<file path="src/rtl/ser_dp_pkg.sv">
package ser_dp_pkg;

   // source port numbers
   typedef enum logic [2:0] {
      SRC_INPUT = 3'd0,
      SRC_DATA  = 3'd1,
      SRC_SIGN  = 3'd2,
      SRC_ACC   = 3'd3,
      SRC_K32   = 3'd4,
      SRC_K1    = 3'd5,
      SRC_INSTR = 3'd6,
      SRC_READY = 3'd7
   } src_port_e;

   // destination port numbers
   typedef enum logic [2:0] {
      DST_OUTPUT  = 3'd0,
      DST_DATA    = 3'd1,
      DST_ACC_SET = 3'd2,
      DST_ACC_ADD = 3'd3,
      DST_SPECIAL = 3'd4,
      DST_INSTR   = 3'd5,
      DST_IR      = 3'd6,
      DST_NULL    = 3'd7
   } dst_port_e;

   // phase index that carries the constant-32 pulse
   localparam int K32_PHASE = 5;

endpackage

</file>
<file path="src/rtl/ser_delay_line.sv">
module ser_delay_line #(
   parameter int LEN_BITS = 12
) (
   input  logic clk,
   input  logic rst_n,
   input  logic wr_en,
   input  logic wr_bit,
   output logic head
);
   logic [LEN_BITS-1:0] sr;
   logic                nxt;

   assign head = sr[0];
   assign nxt  = wr_en ? wr_bit : sr[0];

   generate
      if (LEN_BITS < 1) begin : g_bad
         $error("ser_delay_line: LEN_BITS must be positive");
      end
      if (LEN_BITS == 1) begin : g_single
         always_ff @(posedge clk or negedge rst_n) begin
            if (!rst_n) sr <= '0;
            else        sr <= nxt;
         end
      end else begin : g_chain
         always_ff @(posedge clk or negedge rst_n) begin
            if (!rst_n) sr <= '0;
            else        sr <= {nxt, sr[LEN_BITS-1:1]};
         end
      end
   endgenerate

endmodule

</file>
<file path="src/rtl/ser_full_adder.sv">
module ser_full_adder (
   input  logic clk,
   input  logic rst_n,
   input  logic first_bit,
   input  logic a,
   input  logic b,
   output logic sum
);
   logic carry_q;
   logic cin;

   assign cin = first_bit ? 1'b0 : carry_q;
   assign sum = a ^ b ^ cin;

   always_ff @(posedge clk or negedge rst_n) begin
      if (!rst_n) carry_q <= 1'b0;
      else        carry_q <= (a & b) | (a & cin) | (b & cin);
   end

   // the first bit of a word never sees a carry left over from the last word

   carry_clear_chk: assert property (@(posedge clk) disable iff (!rst_n)
      first_bit |-> (sum == (a ^ b)));

endmodule

</file>
<file path="src/rtl/ser_io_ports.sv">
module ser_io_ports #(
   parameter int WB = 12
) (
   input  logic          clk,
   input  logic          rst_n,
   input  logic [WB-1:0] phase,
   input  logic          in_cap_en,
   input  logic [WB-1:0] in_word,
   output logic          in_bit,
   input  logic          out_we,
   input  logic          out_src_bit,
   output logic [WB-1:0] out_word
);
   localparam int IDXW = $clog2(WB);

   logic [IDXW-1:0] bit_idx;
   logic [WB-1:0]   in_cap;
   logic [WB-1:0]   col;

   always_comb begin
      bit_idx = '0;
      for (int i = 0; i < WB; i++)
         if (phase[i]) bit_idx = IDXW'(i);
   end

   // input is sampled at the first phase; bit 0 passes straight through
   assign in_bit = phase[0] ? in_word[0] : in_cap[bit_idx];

   always_ff @(posedge clk or negedge rst_n) begin
      if (!rst_n)                      in_cap <= '0;
      else if (in_cap_en && phase[0])  in_cap <= in_word;
   end

   always_ff @(posedge clk or negedge rst_n) begin
      if (!rst_n) begin
         col      <= '0;
         out_word <= '0;
      end else if (out_we) begin
         if (phase[WB-1]) out_word     <= {out_src_bit, col[WB-2:0]};
         else             col[bit_idx] <= out_src_bit;
      end
   end


   out_hold_chk: assert property (@(posedge clk) disable iff (!rst_n)
      !$past(out_we && phase[WB-1]) |-> $stable(out_word));

endmodule

</file>
<file path="src/rtl/ser_port_datapath.sv">
module ser_port_datapath
   import ser_dp_pkg::*;
#(
   parameter int WB    = 12,
   parameter int WORDS = 32
) (
   input  logic          clk,
   input  logic          rst_n,
   input  logic [WB-1:0] phase,
   input  logic          xfer,
   input  logic [2:0]    src_sel,
   input  logic [2:0]    dst_sel,
   input  logic [WB-1:0] in_word,
   input  logic          io_ready,
   output logic [WB-1:0] out_word,
   output logic          instr_bit,
   output logic          special_strobe
);
   localparam int LINE_BITS = WB * WORDS;

   generate
      if (WB <= K32_PHASE + 1) begin : g_wb_chk
         $error("ser_port_datapath: WB too small for the constant and sign ports");
      end
      if (WORDS < 2) begin : g_words_chk
         $error("ser_port_datapath: WORDS must be at least 2");
      end
   endgenerate

   logic data_head, instr_head, acc_head;
   logic in_bit, src_bit, sum_bit;
   logic data_we, instr_we, acc_we, acc_wbit, out_we;

   // source selection
   always_comb begin
      unique case (src_sel)
         SRC_INPUT: src_bit = in_bit;
         SRC_DATA:  src_bit = data_head;
         SRC_SIGN:  src_bit = acc_head & phase[WB-1];
         SRC_ACC:   src_bit = acc_head;
         SRC_K32:   src_bit = phase[K32_PHASE];
         SRC_K1:    src_bit = phase[0];
         SRC_INSTR: src_bit = instr_head;
         default:   src_bit = io_ready & phase[0];
      endcase
   end

   // destination enables
   assign data_we  = xfer && (dst_sel == DST_DATA);
   assign instr_we = xfer && (dst_sel == DST_INSTR);
   assign acc_we   = xfer && ((dst_sel == DST_ACC_SET) || (dst_sel == DST_ACC_ADD));
   assign acc_wbit = (dst_sel == DST_ACC_ADD) ? sum_bit : src_bit;
   assign out_we   = xfer && (dst_sel == DST_OUTPUT);

   assign instr_bit      = (xfer && (dst_sel == DST_IR)) ? src_bit : instr_head;
   assign special_strobe = xfer && (dst_sel == DST_SPECIAL) && phase[WB-1];

   ser_delay_line #(.LEN_BITS(LINE_BITS)) u_data_line (
      .clk(clk), .rst_n(rst_n), .wr_en(data_we), .wr_bit(src_bit), .head(data_head));

   ser_delay_line #(.LEN_BITS(LINE_BITS)) u_instr_line (
      .clk(clk), .rst_n(rst_n), .wr_en(instr_we), .wr_bit(src_bit), .head(instr_head));

   ser_delay_line #(.LEN_BITS(WB)) u_acc_line (
      .clk(clk), .rst_n(rst_n), .wr_en(acc_we), .wr_bit(acc_wbit), .head(acc_head));

   ser_full_adder u_adder (
      .clk(clk), .rst_n(rst_n), .first_bit(phase[0]),
      .a(acc_head), .b(src_bit), .sum(sum_bit));

   ser_io_ports #(.WB(WB)) u_io (
      .clk(clk), .rst_n(rst_n), .phase(phase),
      .in_cap_en(xfer && (src_sel == SRC_INPUT)), .in_word(in_word), .in_bit(in_bit),
      .out_we(out_we), .out_src_bit(src_bit), .out_word(out_word));


   phase_onehot_chk: assert property (@(posedge clk) disable iff (!rst_n)
      $countones(phase) == 1);


   strobe_pulse_chk: assert property (@(posedge clk) disable iff (!rst_n)
      special_strobe |=> !special_strobe);


   idle_src_zero_chk: assert property (@(posedge clk) disable iff (!rst_n)
      ((src_sel == SRC_SIGN || src_sel == SRC_K32 || src_sel == SRC_K1) &&
       !phase[0] && !phase[K32_PHASE] && !phase[WB-1]) |-> !src_bit);


   ir_route_chk: assert property (@(posedge clk) disable iff (!rst_n)
      (xfer && dst_sel == DST_IR && src_sel == SRC_K1 && !phase[0]) |-> !instr_bit);

endmodule

</file>
<file path="config.mk">
export PLATFORM = sky130hd
export DESIGN_NAME = ser_port_datapath
export DESIGN_NICKNAME = d
export VERILOG_FILES = /design/src/rtl/ser_dp_pkg.sv /design/src/rtl/ser_delay_line.sv /design/src/rtl/ser_full_adder.sv /design/src/rtl/ser_io_ports.sv /design/src/rtl/ser_port_datapath.sv
export SDC_FILE = /design/constraint.sdc
export NUM_CORES = 1
export LEC_CHECK = 0
export ABC_AREA = 1
export BUFFER_PORTS_ARGS = -buffer_cell sky130_fd_sc_hd__buf_2
export CAP_MARGIN = 30
export CORE_ASPECT_RATIO = 1.4
export CORE_MARGIN = 1.5
export CORE_UTILIZATION = 54
export CTS_CLUSTER_SIZE = 30
export DETAILED_ROUTE_END_ITERATION = 10
export PLACE_DENSITY = 0.79
export SYNTH_ARGS = -nofsm -noshare
export SYNTH_HDL_FRONTEND = slang
export SYNTH_SLANG_ARGS = --single-unit
export TNS_END_PERCENT = 100
</file>
<file path="constraint.sdc">
create_clock -name clk -period 3.5 [get_ports clk]
set_input_delay 1.05 -clock clk [delete_from_list [all_inputs] [get_ports clk]]
set_output_delay 1.05 -clock clk [all_outputs]
set_load 0.02 [all_outputs]
</file>
==> results.txt <==
- Number of warning messages in the yosys log: 0
- Initial DRC Count: 455
* Area of the core: 39,380 um2
- Effective utilization at floorplan: 54.79%
* Run status: complete, but fails checks
* Per-instance average area after synthesis: 20.79 um2
- Post-synth cell types: 29
- Drt drc: 0
- Antenna violations before repair: 1
- Setup repair after global routing could not meet its margin everywhere.
- For the finished layout, the period the worst path requires is 3.730 ns.
* Remaining global-route overflow: 0
* 1st-pass router iterations: 4
* Vertical die dimension: 239.5 um
* Area overhead of the layout relative to synthesis: 15.76%
- Slew of the pin with the lowest slew margin: 0.6570 ns
- In this run the worst path has a maximum fanout of 5.
* Worst Path Class, Setup: input port to output port
- Placed wire-length estimate: 17,600 um
- Power density over the cells: 695.9 nW/um2
* Syn_nets: 1,073
- Power after layout: 17.38 mW
- Floorplan die area: 41,190 um2
- In the routed layout, each cell is associated on average with a via count of 4.756.
* Global-route met1 utilization: 25.96%
- TritonCTS buffer count: 69
- In the final routed layout, each cell accounts on average for 20.99 um.
- Violated checks: negative setup slack
- Die extent in x: 172.0 um
- After detailed placement, the design holds a cell count of 1,640.
- The global routing stage identified its most utilized layer as met2.
- The tree built by TritonCTS fans out to 816 sinks.
- Global routing used 19.54% of the available tracks.
* Final cycle utilization of the critical path: 106.6%
- Across all layers, the routed design uses 8,357 vias.
- Headroom to the max-slew limit: 56.20%
- The first global-routing pass estimated 58,630 um of wire.
- Most frequent cells in the layout: sky130_fd_sc_hd__dfrtp_1 (816), sky130_fd_sc_hd__clkbuf_16 (71), sky130_fd_sc_hd__nand2_1 (48), sky130_fd_sc_hd__buf_2 (43), sky130_fd_sc_hd__inv_1 (42)
* Clock tree from TritonCTS: built
- IR drop worst, VDD: 584.2 uV
- Clock latency on the worst-skew pair, taken at its later pin, is 0.58 ns.
- The routed design has 36,890 um of wire.
- During I/O placement, the number of pins put on the boundary was 48.
- Counting along the longest clock path gives a buffer depth of 3.
* Setup slack of the critical path after layout: -0.2304 ns
- Entering global routing, the biggest net connects 95 pins.
- Launching element type of the critical path: input port
* Worst Setup End Kind: output port
- Fill cells in the final layout number 2,492.
- For this run, global-route usage on met3 was measured as 3.206%.
- Seq/Total Area, Yosys: 94.63%
* Final-report setup violation count: 1
- STA puts the critical path data required time at 2.45 ns.
* Arrival time at the worst endpoint: 2.68 ns
- After clock tree synthesis, the flow added hold-fix buffers numbering 0.
- Max-Cap Viols: 0
- Setup slack after placement: -0.2936 ns
* Clk slew on worst S/H paths: 0.07 ns
- Count of nets after finishing: 1,220
- Global routing consumed, on the met2 layer, 32.65% of the routing resources.
- The number of global-route vias before repair came to 9,687.
- Area share of the largest cell type after synthesis: 94.63%
* # rows: 86
- Biggest area contributors in the synthesized netlist: sky130_fd_sc_hd__dfrtp_1 (95%), sky130_fd_sc_hd__nand2_1 (0.89%), sky130_fd_sc_hd__inv_1 (0.75%)
- After the flow finishes, the layout carries non-filler instances totaling 1,757.
* Largest area contributor in the netlist: sky130_fd_sc_hd__dfrtp_1
* Cell area after synthesis: 21,580 um2
- Area taken by multi-input logic gates: 982.2 um2
- For the final database, setup skew stands at 0.01379 ns.
- H-tree levels: 3
- Placement-stage cell area: 22,810 um2
- In this run the remaining antenna-violating nets after routing total 0.
* Min-Delay Path Class: flip-flop to flip-flop
- CTS root buffer: sky130_fd_sc_hd__clkbuf_16
- After technology mapping, the gate count stands at 1,038.
* Yosys reg bits: 816
- Cell leakage power: 13.36 nW
- Summing all flip-flop and latch instances after layout gives 20,420 um2.
- At the end of the flow the core is filled with cells to 63.43%.
- The finished cells cover 24,980 um2.
- Port Buffer Count: 47
- Cells with a size suffix above 1 make up 17.83% of the layout.
- The number of hold violations in the final report is 0.
* Gp weighted congestion: 0.8097
- Highest clock rate: 0.2681 GHz
- Final number of max-transition violations: 0
- Leading cell type in the layout, fill and taps excluded: sky130_fd_sc_hd__dfrtp_1
-- registers in the layout, summed over array words and instances, names as in the netlist --
register / flops
u_io.out_word: 12
u_data_line.sr: 384
u_adder.carry_q: 1
u_acc_line.sr: 12
u_io.col: 11
u_instr_line.sr: 384
u_io.in_cap: 12
-- cell usage after synthesis --
cell type and number:
sky130_fd_sc_hd__a21oi_4 1, sky130_fd_sc_hd__inv_1 43, sky130_fd_sc_hd__o21ai_1 6, sky130_fd_sc_hd__nand3_2 3, sky130_fd_sc_hd__a311oi_1 1, sky130_fd_sc_hd__o21ai_2 7
sky130_fd_sc_hd__fa_1 1, sky130_fd_sc_hd__nand3_1 8, sky130_fd_sc_hd__nand3b_1 2, sky130_fd_sc_hd__nor4_1 1, sky130_fd_sc_hd__clkbuf_1 3, sky130_fd_sc_hd__a21oi_1 9
sky130_fd_sc_hd__nor3_1 10, sky130_fd_sc_hd__dfrtp_1 816, sky130_fd_sc_hd__nand4_1 7, sky130_fd_sc_hd__clkinv_2 1, sky130_fd_sc_hd__nor2_2 1, sky130_fd_sc_hd__buf_12 1
sky130_fd_sc_hd__nand3_4 1, sky130_fd_sc_hd__nor2_1 24, sky130_fd_sc_hd__nor2_4 1, sky130_fd_sc_hd__nand2_4 5, sky130_fd_sc_hd__inv_2 2, sky130_fd_sc_hd__clkinv_1 1
sky130_fd_sc_hd__nor3_2 1, sky130_fd_sc_hd__nand2_1 51, sky130_fd_sc_hd__mux2_2 5, sky130_fd_sc_hd__nand2_2 12, sky130_fd_sc_hd__o21ai_0 14
-- path summary, 6_finish.rpt --
kind / end / slack [ns] / from / depth (start not counted)
max reg2reg: u_acc_line.sr[11] / 1.15 / u_acc_line.sr[0] / 11
max: instr_bit / -0.23 / phase[3] / 21
min in group asynchronous: u_instr_line.sr[319] / 0.47 / rst_n / 1
min: u_data_line.sr[196] / 0.34 / u_data_line.sr[197] / 0
max in group asynchronous: u_acc_line.sr[3] / 2.04 / rst_n / 2
min reg2reg: u_data_line.sr[196] / 0.34 / u_data_line.sr[197] / 0
-- per-stage QoR --
step                      hold WS, ns  setup TNS (ns)
after floorplan                0.3312               0
after global placement         0.3328         -0.2421
after detailed placement       0.3347         -0.3172
after CTS                      0.3459         -0.2385
after global routing           0.3507         -0.3625
final                          0.3404         -0.2304
-- routing by layer --
| metal | part of all wire [%] | vias to the layer above |
|---|---|---|
| met5 | 0 | - |
| met4 | 3.0 | 0 |
| met3 | 3.6 | 79 |
| met2 | 52 | 163 |
| met1 | 41 | 4606 |
| li1 | - | 3509 |
-- critical path: stages --
cell,delay [ns]
sky130_fd_sc_hd__buf_2,0.12
sky130_fd_sc_hd__inv_1,0.05
sky130_fd_sc_hd__nand2_1,0.05
sky130_fd_sc_hd__nand2_1,0.07
sky130_fd_sc_hd__nand2_2,0.08
sky130_fd_sc_hd__nand2_2,0.07
sky130_fd_sc_hd__nand2_2,0.06
sky130_fd_sc_hd__nand2_4,0.08
sky130_fd_sc_hd__nand2_4,0.07
sky130_fd_sc_hd__nand2_4,0.09
sky130_fd_sc_hd__nand2_4,0.08
sky130_fd_sc_hd__nand3b_1,0.09
sky130_fd_sc_hd__nand3_1,0.07
sky130_fd_sc_hd__nand2_1,0.08
sky130_fd_sc_hd__nand3_2,0.08
sky130_fd_sc_hd__nand2_2,0.07
sky130_fd_sc_hd__nand2_4,0.05
sky130_fd_sc_hd__nand3_4,0.06
sky130_fd_sc_hd__nand2_2,0.06
sky130_fd_sc_hd__o21ai_2,0.11
sky130_fd_sc_hd__buf_6,0.15
-- final cells by class --
class,count,area share [%]
Multi-Input combinational cell,171,3.932
Clock buffer,104,8.009
Antenna cell,1,0.01002
Inverter,47,0.7112
Sequential cell,816,81.74
Clock inverter,10,0.4358
Timing Repair Buffer,80,2.514
Tap cell,528,2.645
-- timing repair --
item | CTS | global route
setup buffers | 2 | 0
cloned | 0 | 0
resized for setup | 8 | 4
endpoints found under the hold margin | 0 | 0
endpoints found under the setup margin | 1 | 1
pin swaps | 7 | 10
-- cells by family after synthesis --
group	after synthesis	share of synthesized area (%)
flops	816	94.63
simple gates	127	2.980
compound gates	38	1.073
buf+inv	51	0.9682
fa+ha+maj	1	0.09277
mux	5	0.2609
-- report_power, final --
part           switching [mW]  internal [mW]  leakage [nW]  total, mW
Sequential             0.0501           9.52          11.3       9.57
Combinational           0.360          0.142          1.05      0.503
Clock                    3.22           4.09          1.03       7.31
Total                    3.63           13.8          13.4       17.4
Power figures use the tool's default switching activity.
